--- src/rtl/bitplane_pass_seq_pkg.sv ---
package bitplane_pass_seq_pkg;

  localparam logic [1:0] MODE_LOSSLESS = 2'b00;
  localparam logic [1:0] MODE_QUALITY  = 2'b01;
  localparam logic [1:0] MODE_HALF     = 2'b10;
  localparam logic [1:0] MODE_QUARTER  = 2'b11;

  typedef enum logic [1:0] {
    ST_IDLE = 2'b00,
    ST_RUN  = 2'b01,
    ST_FIN  = 2'b10
  } seqState_t;

  typedef struct packed {
    logic load;
    logic step;
  } seqStrobe_t;

endpackage

--- src/rtl/bitplane_pass_seq_dp.sv ---
module bitplane_pass_seq_dp
  import bitplane_pass_seq_pkg::*;
#(
  parameter int PLANES = 8,
  parameter int PASSES = 3,
  parameter int SLOTS  = 4,
  parameter int LANES  = 16,
  parameter int CNT_W  = 8,
  localparam int PLANE_W = $clog2(PLANES),
  localparam int PASS_W  = $clog2(PASSES),
  localparam int SLOT_W  = $clog2(SLOTS)
) (
  input  logic               clk,
  input  logic               rstN,
  input  seqStrobe_t         strobe,
  input  logic [1:0]         mode,
  input  logic [PLANE_W-1:0] truncCount,
  input  logic [CNT_W-1:0]   bitsEmitted,
  output logic [PLANE_W-1:0] planeIdx,
  output logic [PASS_W-1:0]  passId,
  output logic [SLOT_W-1:0]  slotIdx,
  output logic               lastSlot,
  output logic               budgetHit
);

  localparam int RAW_BITS    = LANES * SLOTS * PLANES;
  localparam int TOTAL_SLOTS = PLANES * PASSES * SLOTS;
  localparam int ACC_W       = CNT_W + $clog2(TOTAL_SLOTS) + 1;
  localparam logic [ACC_W:0] BUDGET_HALF    = (ACC_W+1)'(RAW_BITS / 2);
  localparam logic [ACC_W:0] BUDGET_QUARTER = (ACC_W+1)'(RAW_BITS / 4);
  localparam logic [PLANE_W-1:0] TOP_PLANE  = PLANE_W'(PLANES - 1);
  localparam logic [PASS_W-1:0]  LAST_PASS  = PASS_W'(PASSES - 1);
  localparam logic [SLOT_W-1:0]  LAST_SLOT  = SLOT_W'(SLOTS - 1);

  logic [PLANE_W-1:0] planeQ, stopPlaneQ;
  logic [PASS_W-1:0]  passQ;
  logic [SLOT_W-1:0]  slotQ;
  logic [ACC_W-1:0]   accQ;
  logic               ratioQ;
  logic [ACC_W:0]     budgetQ;
  logic [ACC_W:0]     accNext;
  logic               passEnd, planeEnd;

  assign passEnd  = (slotQ == LAST_SLOT);
  assign planeEnd = passEnd && (passQ == LAST_PASS);
  assign accNext  = {1'b0, accQ} + {{(ACC_W+1-CNT_W){1'b0}}, bitsEmitted};

  // Capture the job configuration and walk plane, pass and slot counters.
  always_ff @(posedge clk or negedge rstN) begin
    if (!rstN) begin
      planeQ     <= '0;
      passQ      <= '0;
      slotQ      <= '0;
      accQ       <= '0;
      stopPlaneQ <= '0;
      ratioQ     <= 1'b0;
      budgetQ    <= '0;
    end else if (strobe.load) begin
      planeQ     <= TOP_PLANE;
      passQ      <= '0;
      slotQ      <= '0;
      accQ       <= '0;
      stopPlaneQ <= (mode == MODE_QUALITY) ? truncCount : '0;
      ratioQ     <= mode[1];
      budgetQ    <= (mode == MODE_QUARTER) ? BUDGET_QUARTER : BUDGET_HALF;
    end else if (strobe.step) begin
      accQ <= accNext[ACC_W-1:0];
      if (passEnd) begin
        slotQ <= '0;
        if (planeEnd) begin
          passQ  <= '0;
          planeQ <= planeQ - 1'b1;
        end else begin
          passQ <= passQ + 1'b1;
        end
      end else begin
        slotQ <= slotQ + 1'b1;
      end
    end
  end

  assign lastSlot  = planeEnd && (planeQ == stopPlaneQ);
  assign budgetHit = ratioQ && (accNext >= budgetQ);

  assign planeIdx = planeQ;
  assign passId   = passQ;
  assign slotIdx  = slotQ;

endmodule

--- src/rtl/bitplane_pass_seq_ctrl.sv ---
module bitplane_pass_seq_ctrl
  import bitplane_pass_seq_pkg::*;
(
  input  logic       clk,
  input  logic       rstN,
  input  logic       startPulse,
  input  logic       lastSlot,
  input  logic       budgetHit,
  output seqStrobe_t strobe,
  output logic       slotValid,
  output logic       done
);

  seqState_t stateQ, stateD;

  always_comb begin
    stateD = stateQ;
    unique case (stateQ)
      ST_IDLE: if (startPulse) stateD = ST_RUN;
      ST_RUN:  if (lastSlot || budgetHit) stateD = ST_FIN;
      ST_FIN:  stateD = ST_IDLE;
      default: stateD = ST_IDLE;
    endcase
  end

  always_ff @(posedge clk or negedge rstN) begin
    if (!rstN) stateQ <= ST_IDLE;
    else       stateQ <= stateD;
  end

  assign strobe.load = (stateQ == ST_IDLE) && startPulse;
  assign strobe.step = (stateQ == ST_RUN);
  assign slotValid   = (stateQ == ST_RUN);
  assign done        = (stateQ == ST_FIN);

endmodule

--- src/rtl/bitplane_pass_seq.sv ---
module bitplane_pass_seq
  import bitplane_pass_seq_pkg::*;
#(
  parameter int PLANES = 8,
  parameter int PASSES = 3,
  parameter int SLOTS  = 4,
  parameter int LANES  = 16,
  parameter int CNT_W  = 8
) (
  input  logic                       clk,
  input  logic                       rstN,
  input  logic                       startPulse,
  input  logic [1:0]                 mode,
  input  logic [$clog2(PLANES)-1:0]  truncCount,
  input  logic [CNT_W-1:0]           bitsEmitted,
  output logic                       slotValid,
  output logic [$clog2(PLANES)-1:0]  planeIdx,
  output logic [$clog2(PASSES)-1:0]  passId,
  output logic [$clog2(SLOTS)-1:0]   slotIdx,
  output logic                       done
);

  seqStrobe_t strobe;
  logic       lastSlot;
  logic       budgetHit;

  bitplane_pass_seq_ctrl u_ctrl (
    .clk        (clk),
    .rstN       (rstN),
    .startPulse (startPulse),
    .lastSlot   (lastSlot),
    .budgetHit  (budgetHit),
    .strobe     (strobe),
    .slotValid  (slotValid),
    .done       (done)
  );

  bitplane_pass_seq_dp #(
    .PLANES (PLANES),
    .PASSES (PASSES),
    .SLOTS  (SLOTS),
    .LANES  (LANES),
    .CNT_W  (CNT_W)
  ) u_dp (
    .clk         (clk),
    .rstN        (rstN),
    .strobe      (strobe),
    .mode        (mode),
    .truncCount  (truncCount),
    .bitsEmitted (bitsEmitted),
    .planeIdx    (planeIdx),
    .passId      (passId),
    .slotIdx     (slotIdx),
    .lastSlot    (lastSlot),
    .budgetHit   (budgetHit)
  );

endmodule

--- config.mk ---
export PLATFORM = sky130hd
export DESIGN_NAME = bitplane_pass_seq
export DESIGN_NICKNAME = d
export VERILOG_FILES = /design/src/rtl/bitplane_pass_seq_pkg.sv /design/src/rtl/bitplane_pass_seq_dp.sv /design/src/rtl/bitplane_pass_seq_ctrl.sv /design/src/rtl/bitplane_pass_seq.sv
export SDC_FILE = /design/constraint.sdc
export NUM_CORES = 1
export LEC_CHECK = 0
export BUFFER_PORTS_ARGS = -buffer_cell sky130_fd_sc_hd__buf_2
export CAP_MARGIN = 0
export CORE_MARGIN = 1.5
export CORE_UTILIZATION = 50
export CTS_BUF_LIST = sky130_fd_sc_hd__clkbuf_8 sky130_fd_sc_hd__clkbuf_16
export DETAILED_ROUTE_END_ITERATION = 7
export GPL_TIMING_DRIVEN = 0
export HOLD_SLACK_MARGIN = 0.06
export PLACE_DENSITY = 0.7
export SYNTH_ARGS = -nofsm -noshare
export SYNTH_HDL_FRONTEND = slang
export SYNTH_SLANG_ARGS = --single-unit
--- constraint.sdc ---
create_clock -name clk -period 5.7 [get_ports clk]
set_clock_uncertainty 0.05 [all_clocks]
set_input_delay 0.57 -clock clk [delete_from_list [all_inputs] [get_ports clk]]
set_output_delay 0.57 -clock clk [all_outputs]
set_load 0.1 [all_outputs]
==> results.yml, run 1 <==
outcome:
  outcome: "finished, final reports clean"
timing:
  hold_viol: 0
  hold_slack_ns: 0.282
  worstMarginPinSlew_ns: 0.719
  fmax_mhz: 284
  setup-tns-final_ns: 0
  maxSlewHeadroom: 0.520
  rsz0062_at_grt: "false"
  fin_crit_sh: 0.618
  timing_max_transition_violations_final: 0
  period_minus_slack_ns: 3.52
  setup_viol_count_final: 0
  worst_slack_ns: 2.18
grt:
  track_usage: 0.224
  busiest_layer: "met2"
  met3_usage: 0.0462
  grt_first_pass_wirelength_mm: 7.23
  grt_util_met1: 0.305
  grt_pass1_vias: 1585
  grt_start_max_net_pins: 32
  grt.met2_usage: 0.349
  grt_overflow: 0
  grt_antenna_before_repair: 0
floorplanning:
  top_level_ports: 25
  rows: 22
  die_w_um: 65.4
  placeableCoreArea_sq_um: 3720
  die-area_sq_um: 4280
  start_util: 0.525
  die_h_um: 65.4
finish:
  fin_cells: 300
  drive_gt1_frac: 0.167
  nets: 280
  final_util: 0.600
  antenna_cells: 0
  area_delta_synth_final_pct: 14.4
  fin_area_sq_um: 2230
logic_synthesis:
  synth.cell_area_sq_um: 1950
  synthFlopType: "dfrtp_1"
  ys_seq_area_frac: 0.398
  synth_cell_type_count: 46
  synth_warnings: 0
  synth_edf_count: 0
  synth_fp_nets: 249
  synth-async-reset-ratio: 1.00
  syn_area_per_cell_sq_um: 8.86
  synth_seq_cells: 31
  synth_cells: 220
worst_setup_path:
  worstReg2RegStart: "u_dp.accQ[0]"
  worst_setup_path_end_kind: "register"
  reg2reg_depth: 14
  worst_ep_required_time_ns: 5.82
  r2r_end: "u_ctrl.stateQ[0]"
  worstPathArrival_ns: 3.64
  crit_type: "in -> reg"
  critPathLaunch: "bitsEmitted[0]"
  r2r_slack_ns: 2.19
  critPathCapture: "u_ctrl.stateQ[0]"
  crit_path_start_kind: "primary input"
  path_max_fanout: 3
placed_design:
  dp_hpwl_mm: 3.07
  gp_congestion: 0.817
  place_ws_ns: 1.89
  portBuffers: 24
  placed_area_sq_um: 2130
  post-place-cells: 292
cts:
  clkTransAtPathRegs_ns: 0.07
  numCtsBuffers: 5
  cts_root_buffer: "clkbuf_8"
  cts_resized: 0
  h-tree-depth: 2
  cts_setup_buffers: 0
  clk-insertion-delay-late_ns: 0.29
  clockBufferDepth: 2
  hold_buffers: 0
  numClockSinks: 31
  cts_tree: "built"
power_and_ir_drop:
  leakage_nw: 1.04
  irDropWorstVdd_mv: 0.325
  finalPower_mw: 1.38
  power_density_nw_per_um2: 620
drt:
  drc: 0
  wl_mm: 4.21
  first_iter_violations: 109
  viasPerCell: 5.56
  detail-route-antenna-nets: 0
  dr.pass1.iters: 4
  vias: 1667
  wl_per_cell_um: 14.0
worst_hold_path:
  worstHoldPathType: "in -> async"
job:
  max_cap_viol_count: 0
## cells in the mapped netlist, types with 4 or more instances
master | n | area (sq um)
a31oi_1 | 4 | 25.0
o21ai_1 | 6 | 30.0
nand2_1 | 37 | 139
o21ai_0 | 18 | 90.1
o211ai_1 | 5 | 37.5
dfrtp_1 | 31 | 776
inv_1 | 6 | 22.5
xnor2_1 | 8 | 70.1
clkbuf_1 | 8 | 30.0
nand3_1 | 12 | 60.1
ha_1 | 12 | 150
nor2_1 | 12 | 45.0
a21oi_1 | 12 | 60.1
## per-layer routing
| metal | share of wire | wire, um |
|---|---|---|
| met1 | 0.50 | 2100 |
| met2 | 0.45 | 1880 |
| met3 | 0.037 | 157 |
| met4 | 0.016 | 67 |
| met5 | 0 | 0 |
## final cells by class
cell class | count | area (sq um)
plain buffers | 8 | 30.0
clock buffers | 7 | 96.3
clock inverters | 1 | 3.75
fillers | 344 | 1490
inverters | 7 | 26.3
multi-input cells | 174 | 1120
flip-flops and latches | 31 | 776
well taps | 48 | 60.1
repair buffers | 24 | 120
## sequential cells by signal, indices dropped and copies added (netlist names)
| register | count |
|---|---|
| u_dp.slotIdx | 2 |
| u_dp.passId | 2 |
| u_dp.accQ | 16 |
| u_dp.planeIdx | 3 |
| u_dp.ratioQ | 1 |
| u_dp.stopPlaneQ | 3 |
| u_ctrl.stateQ | 2 |
| u_dp.budgetQ | 2 |
## placed cells by master (no fill, tap or decap), types with 8 or more instances in the layout
master	n
clkbuf_1	8
xnor2_1	8
buf_2	24
a21oi_1	12
nor2_1	12
dfrtp_1	31
o21ai_0	18
nand2_1	37
nand3_1	12
ha_1	12
## power by group
| group | leakage [nW] | total, mW | switching [mW] | internal (mW) |
|---|---|---|---|---|
| clock network | 0.0557 | 0.190 | 0.0814 | 0.108 |
| logic | 0.594 | 0.835 | 0.566 | 0.269 |
| registers | 0.392 | 0.359 | 0.0577 | 0.301 |
| total | 1.04 | 1.38 | 0.705 | 0.678 |
## how the worst min path moves through the flow
stage                  startpoint          endpoint  slack (ns)  cells after the start
floorplan                    rstN  u_ctrl.stateQ[0]        0.22                      0
global placement    u_dp.accQ[15]     u_dp.accQ[15]        0.41                      1
detailed placement  u_dp.accQ[15]     u_dp.accQ[15]        0.41                      1
CTS                          rstN      u_dp.accQ[6]        0.30                      1
global route                 rstN      u_dp.accQ[8]        0.34                      1
finish                       rstN      u_dp.accQ[8]        0.28                      1
## kinds of logic (layout without fill, tap and decap cells)
family | Yosys count | in the layout | share of synthesized area
flip-flops | 31 | 31 | 0.398
adder cells (fa/ha/maj) | 13 | 13 | 0.0873
buffers and inverters | 15 | 47 | 0.0289
AND/OR/NAND/NOR | 80 | 80 | 0.193
AO/OA/AOI/OAI | 70 | 70 | 0.244
XOR/XNOR | 11 | 11 | 0.0494
## critical path: stages
cell and delay, ns:
buf_2 0.10, ha_1 0.22, fa_1 0.44, a211oi_1 0.33, o21ai_0 0.22, a21o_1 0.21, a21o_1 0.21, xor2_1 0.16
ha_1 0.31, nor4bb_1 0.30, nand2_1 0.08, a21oi_1 0.14, o2111ai_1 0.16, nand4_1 0.13, o21ai_1 0.06
Power figures use the tool's default switching activity.
==> run 2: changes to the inputs <==
--- a/config.mk
+++ b/config.mk
@@ -5,6 +5,7 @@
 export SDC_FILE = /design/constraint.sdc
 export NUM_CORES = 1
 export LEC_CHECK = 0
+export ABC_AREA = 1
 export BUFFER_PORTS_ARGS = -buffer_cell sky130_fd_sc_hd__buf_2
 export CAP_MARGIN = 0
 export CORE_MARGIN = 1.5
==> constraint.sdc (replaced) <==
create_clock -name clk -period 3.4 [get_ports clk]
set_clock_uncertainty 0.05 [all_clocks]
set_input_delay 0.34 -clock clk [delete_from_list [all_inputs] [get_ports clk]]
set_output_delay 0.34 -clock clk [all_outputs]
set_load 0.1 [all_outputs]
==> results.yml, run 2 <==
drt:
  wl_mm: 4.92
  wl_per_cell_um: 12.7
  first_iter_violations: 96
  viasPerCell: 5.18
  vias: 1998
  dr.pass1.iters: 4
  detail-route-antenna-nets: 0
  drc: 0
grt:
  grt_start_max_net_pins: 32
  track_usage: 0.214
  grt_antenna_before_repair: 0
  grt_first_pass_wirelength_mm: 8.27
  grt_pass1_vias: 1865
  grt_overflow: 0
logic_synthesis:
  synthMuxAreaShare: 0
  synth_warnings: 0
  ys_seq_area_frac: 0.352
  synthTopCellsByArea: "dfrtp_1 (35%), nand2_1 (13%), inv_1 (8.0%)"
  synth-async-reset-ratio: 1.00
  synth_seq_cells: 31
  synth_edf_count: 0
  synth_top_family_by_area: "simple AND/OR/NAND/NOR gates"
  syn_area_per_cell_sq_um: 7.26
  synth_compound_area_frac: 0.107
  synth_top_area_share: 0.352
  synth_top_cell_by_area: "dfrtp_1"
  yosys-top-cells-count: "nand2_1 (79), inv_1 (47), dfrtp_1 (31)"
  synth_cell_type_count: 30
  synth_fp_nets: 333
  synth_cells: 304
  yosysMostFrequentCell: "nand2_1"
  synth.cell_area_sq_um: 2210
  synthSimpleGateAreaFrac: 0.351
  synthFlopType: "dfrtp_1"
  synth_xor_area_frac: 0.0199
  synth_adder_area_share: 0.0771
worst_setup_path:
  worst_setup_path_end_kind: "register"
  r2r_slack_ns: 0.27
  worst_ep_required_time_ns: 3.53
  worstReg2RegStart: "u_dp.accQ[0]"
  path_max_fanout: 4
  crit_path_start_kind: "register"
  reg2reg_depth: 21
  path_common_cell: "nand2_1"
  path_cells: "ha_1 -> fa_1 -> nand2_2 -> a21oi_2 -> nand2_2 -> nand2_2 -> xor2_1 -> ha_1 -> inv_1 -> nor2_1 -> nand2_1 -> nor2_1 -> nand3_1 -> nor2_1 -> nand3_1 -> nand3_1 -> nor2_1 -> nand2_1 -> nand2_1 -> nand2_1 -> nand2_1"
  crit_type: "reg -> reg"
  r2r_end: "u_ctrl.stateQ[0]"
  worst_path_max_delay_cell: "fa_1"
  worstPathArrival_ns: 3.26
  slowest_delay_ns: 0.47
floorplanning:
  die_h_um: 69.4
  placeableCoreArea_sq_um: 4120
  rows: 23
  die_w_um: 69.4
  top_level_ports: 25
  die-area_sq_um: 4820
  start_util: 0.536
cts:
  numClockSinks: 31
  clkTransAtPathRegs_ns: 0.08
  cts_tree: "built"
  h-tree-depth: 2
  clk-insertion-delay-late_ns: 0.29
  hold_buffers: 0
  cts_root_buffer: "clkbuf_8"
  clockBufferDepth: 2
  cts_resized: 0
  cts_setup_buffers: 0
  numCtsBuffers: 5
finish:
  drive_gt1_frac: 0.182
  fin_cells: 386
  area_delta_synth_final_pct: 13.0
  fin_area_sq_um: 2490
  layout_commonest_cell: "nand2_1"
  largest_register_ffs: 16
  layout_common_cells: "nand2_1 (79), inv_1 (47), dfrtp_1 (31)"
  regMostFlops: "u_dp.accQ"
  antenna_cells: 0
  nets: 364
  final_util: 0.606
  n_fill_cell: 406
timing:
  worstMarginPinSlew_ns: 0.707
  setup_viol_count_final: 0
  rsz0062_at_grt: "false"
  worst_slack_ns: 0.270
  timing_max_transition_violations_final: 0
  maxSlewHeadroom: 0.529
  setup-tns-final_ns: 0
  hold_slack_ns: 0.0411
  fin_crit_sh: 0.921
  hold_viol: 0
  fmax_mhz: 319
  period_minus_slack_ns: 3.13
power_and_ir_drop:
  power_density_nw_per_um2: 972
  leakage_nw: 1.34
  finalPower_mw: 2.42
  irDropWorstVdd_mv: 0.884
worst_hold_path:
  worstHoldPathType: "in -> async"
placed_design:
  dp_hpwl_mm: 3.78
  portBuffers: 24
  gp_congestion: 0.888
  place_ws_ns: 0.196
  post-place-cells: 378
  placed_area_sq_um: 2390
outcome:
  outcome: "finished, final reports clean"
job:
  max_cap_viol_count: 0
## run 2: changes by cell type after synthesis, moves of 7 or more
cell / previous run / this run
nor2_1: 12 / 29
nand2_2: 0 / 14
xnor2_1: 8 / 1
inv_1: 6 / 47
nand2_1: 37 / 79
nand3_1: 12 / 21
## run 2: area by class of cell
type	count	area, sq um	area share
multi-input cells	222	1220	0.491
clock buffers	7	96.3	0.0387
repair buffers	24	120	0.0482
well taps	50	62.6	0.0251
flip-flops and latches	31	776	0.311
inverters	47	176	0.0708
plain buffers	4	30.0	0.0120
clock inverters	1	7.51	0.00301
## run 2: logic make-up after synthesis
family,Yosys count
AO/OA/AOI/OAI,38
adder cells (fa/ha/maj),13
flip-flops,31
AND/OR/NAND/NOR,166
XOR/XNOR,5
buffers and inverters,51
## run 2: per-layer routing
metal	GRT usage	share of wire	wire, um
met1	0.269	0.47	2330
met2	0.374	0.49	2390
met3	0.0480	0.029	141
met4	0.0523	0.010	51
met5	0	0	0
## run 2: power breakdown
group          internal, mW  switching (mW)  leakage [nW]  total (mW)
Sequential            0.504           0.101         0.394       0.605
Clock                 0.184           0.154        0.0505       0.339
Combinational         0.434            1.04         0.899        1.48
Total                  1.12            1.30          1.34        2.42
## run 2: how the worst max path moves through the flow
| stage | start | end | cells past startpoint |
|---|---|---|---|
| floorplan | u_dp.accQ[0] | u_ctrl.stateQ[0] | 21 |
| CTS | u_dp.accQ[0] | u_ctrl.stateQ[0] | 21 |
| finish | u_dp.accQ[0] | u_ctrl.stateQ[0] | 21 |
| global placement | bitsEmitted[0] | u_ctrl.stateQ[0] | 22 |
| global route | u_dp.accQ[0] | u_ctrl.stateQ[0] | 21 |
| detailed placement | bitsEmitted[0] | u_ctrl.stateQ[0] | 22 |
## run 2: worst max-delay path, delay by kind of cell (launching register included)
family | cells | cell delay (ns)
xor gates and xnor gates | 1 | 0.16
buffers and inverters | 1 | 0.05
adders and majority gates | 3 | 1.00
AOI/OAI and AO/OA | 1 | 0.10
and+or+nand+nor | 15 | 1.26
DFF | 1 | 0.39
==> run 3: changes to the inputs <==
--- a/config.mk
+++ b/config.mk
@@ -6,14 +6,15 @@
 export NUM_CORES = 1
 export LEC_CHECK = 0
 export ABC_AREA = 1
-export BUFFER_PORTS_ARGS = -buffer_cell sky130_fd_sc_hd__buf_2
-export CAP_MARGIN = 0
+export BUFFER_PORTS_ARGS = -buffer_cell sky130_fd_sc_hd__buf_4
+export CAP_MARGIN = 30
 export CORE_MARGIN = 1.5
 export CORE_UTILIZATION = 50
 export CTS_BUF_LIST = sky130_fd_sc_hd__clkbuf_8 sky130_fd_sc_hd__clkbuf_16
 export DETAILED_ROUTE_END_ITERATION = 7
 export GPL_TIMING_DRIVEN = 0
 export HOLD_SLACK_MARGIN = 0.06
+export MAX_ROUTING_LAYER = met4
 export PLACE_DENSITY = 0.7
 export SYNTH_ARGS = -nofsm -noshare
 export SYNTH_HDL_FRONTEND = slang
==> results.yml, run 3 (synthesis gave the netlist of run 2 again) <==
outcome:
  outcome: "finished, final reports clean"
grt:
  grt_overflow: 0
  track_usage: 0.221
  grt_antenna_before_repair: 0
  grt_pass1_vias: 1891
  grt_start_max_net_pins: 32
  grt_first_pass_wirelength_mm: 8.29
worst_setup_path:
  reg2reg_depth: 21
  crit_type: "reg -> reg"
  crit_path_start_kind: "register"
  worstReg2RegStart: "u_dp.accQ[0]"
  r2r_slack_ns: 0.36
  worst_ep_required_time_ns: 3.52
  r2r_end: "u_ctrl.stateQ[0]"
  worst_setup_path_end_kind: "register"
  worstPathArrival_ns: 3.16
  path_max_fanout: 4
worst_hold_path:
  min_from: "truncCount[0]"
  hold_path_end: "u_dp.stopPlaneQ[0]"
  worstHoldPathType: "in -> reg"
  whs_path_depth: 3
drt:
  first_iter_violations: 79
  wl_mm: 4.84
  drc: 0
  dr.pass1.iters: 4
  vias: 1992
  wl_per_cell_um: 12.5
  viasPerCell: 5.15
  detail-route-antenna-nets: 0
finish:
  regMostFlops: "u_dp.accQ"
  layout_commonest_cell: "nand2_1"
  multi_input_area_sq_um: 1230
  fin_area_sq_um: 2540
  n_fill_cell: 388
  area_delta_synth_final_pct: 15.3
  largest_register_ffs: 16
  fin_cells: 387
  seqCellArea_sq_um: 776
  layout_common_cells: "nand2_1 (79), inv_1 (49), dfrtp_1 (31)"
  nets: 365
  final_util: 0.618
  antenna_cells: 0
  drive_gt1_frac: 0.178
timing:
  fin_crit_sh: 0.893
  rsz0062_at_grt: "false"
  fmax_mhz: 329
  setup_viol_count_final: 0
  setup-tns-final_ns: 0
  worstMarginPinSlew_ns: 0.557
  hold_viol: 0
  period_minus_slack_ns: 3.04
  maxSlewHeadroom: 0.629
  timing_max_transition_violations_final: 0
floorplanning:
  start_util: 0.536
  die-area_sq_um: 4820
  die_h_um: 69.4
  top_level_ports: 25
  die_w_um: 69.4
  rows: 23
  placeableCoreArea_sq_um: 4120
placed_design:
  portBuffers: 24
  dp_hpwl_mm: 3.66
  gp_congestion: 0.866
  post-place-cells: 378
  placed_area_sq_um: 2450
cts:
  clockBufferDepth: 2
  h-tree-depth: 2
  cts_setup_buffers: 0
  cts_root_buffer: "clkbuf_8"
  numCtsBuffers: 5
  clkTransAtPathRegs_ns: 0.07
  clk-insertion-delay-late_ns: 0.28
  cts_tree: "built"
  numClockSinks: 31
power_and_ir_drop:
  irDropWorstVdd_mv: 0.950
  finalPower_mw: 2.39
  power_density_nw_per_um2: 941
  leakage_nw: 1.37
job:
  max_cap_viol_count: 0
## run 3: cell types whose count changed in the layout (fill, tap and decap cells not counted), sizes merged
cell         previous run  this run
dlygate4sd3             0         1
clkbuf                  9         7
clkinv                  0         1
clkinvlp                1         0
inv                    47        49
## run 3: final cells by class
class | count | area share
Buffer | 4 | 0.0118
Sequential cell | 31 | 0.305
Multi-Input combinational cell | 222 | 0.482
Inverter | 47 | 0.0694
Tap cell | 50 | 0.0246
Clock buffer | 5 | 0.0271
Timing Repair Buffer | 25 | 0.0748
Clock inverter | 3 | 0.00492
## run 3: metal layers
metal / part of all wire / track usage
met1: 0.46 / 0.274
met2: 0.47 / 0.364
met3: 0.043 / 0.0392
met4: 0.021 / 0.0784
met5: 0 / -
## run 3: power breakdown
group	internal (mW)	switching, mW	total [mW]
Sequential	0.504	0.104	0.609
Combinational	0.470	1.04	1.51
Clock	0.138	0.139	0.276
## run 3: worst max path at each step
stage,start,endpoint,slack [ns],depth (start not counted)
floorplan,u_dp.accQ[0],u_ctrl.stateQ[0],0.79,21
global placement,bitsEmitted[0],u_ctrl.stateQ[0],0.24,22
detailed placement,bitsEmitted[0],u_ctrl.stateQ[0],0.22,22
CTS,u_dp.accQ[0],u_ctrl.stateQ[0],0.28,21
global route,u_dp.accQ[0],u_ctrl.stateQ[1],0.08,20
finish,u_dp.accQ[0],u_ctrl.stateQ[0],0.36,21
## run 3: per-stage QoR
| stage | hold slack [ns] | worst slack (ns) |
|---|---|---|
| after CTS | 0.267 | 0.278 |
| after detailed placement | 0.255 | 0.218 |
| after floorplan | -0.00559 | 0.790 |
| after global placement | 0.258 | 0.240 |
| final | 0.271 | 0.363 |
| after global routing | 0.258 | 0.0831 |
## run 3: critical path, cell delays in order, from the launching register on
cell and delay, ns:
dfrtp_1 0.39, ha_1 0.24, fa_2 0.40, nand2_2 0.12
a21oi_2 0.10, nand2_2 0.07, nand2_2 0.07, xor2_1 0.16
ha_1 0.29, inv_1 0.06, nor2_1 0.09, nand2_1 0.06
nor2_1 0.11, nand3_1 0.09, nor2_1 0.11, nand3_1 0.10
nand3_1 0.11, nor2_1 0.05, nand2_1 0.09, nand2_1 0.07
nand2_1 0.06, nand2_1 0.04
## run 3: what timing repair did
action,4_1_cts,5_1_grt
resized for setup,0,1
endpoints found under the setup margin,0,1
hold endpoints to repair,31,0
hold buffers,1,0
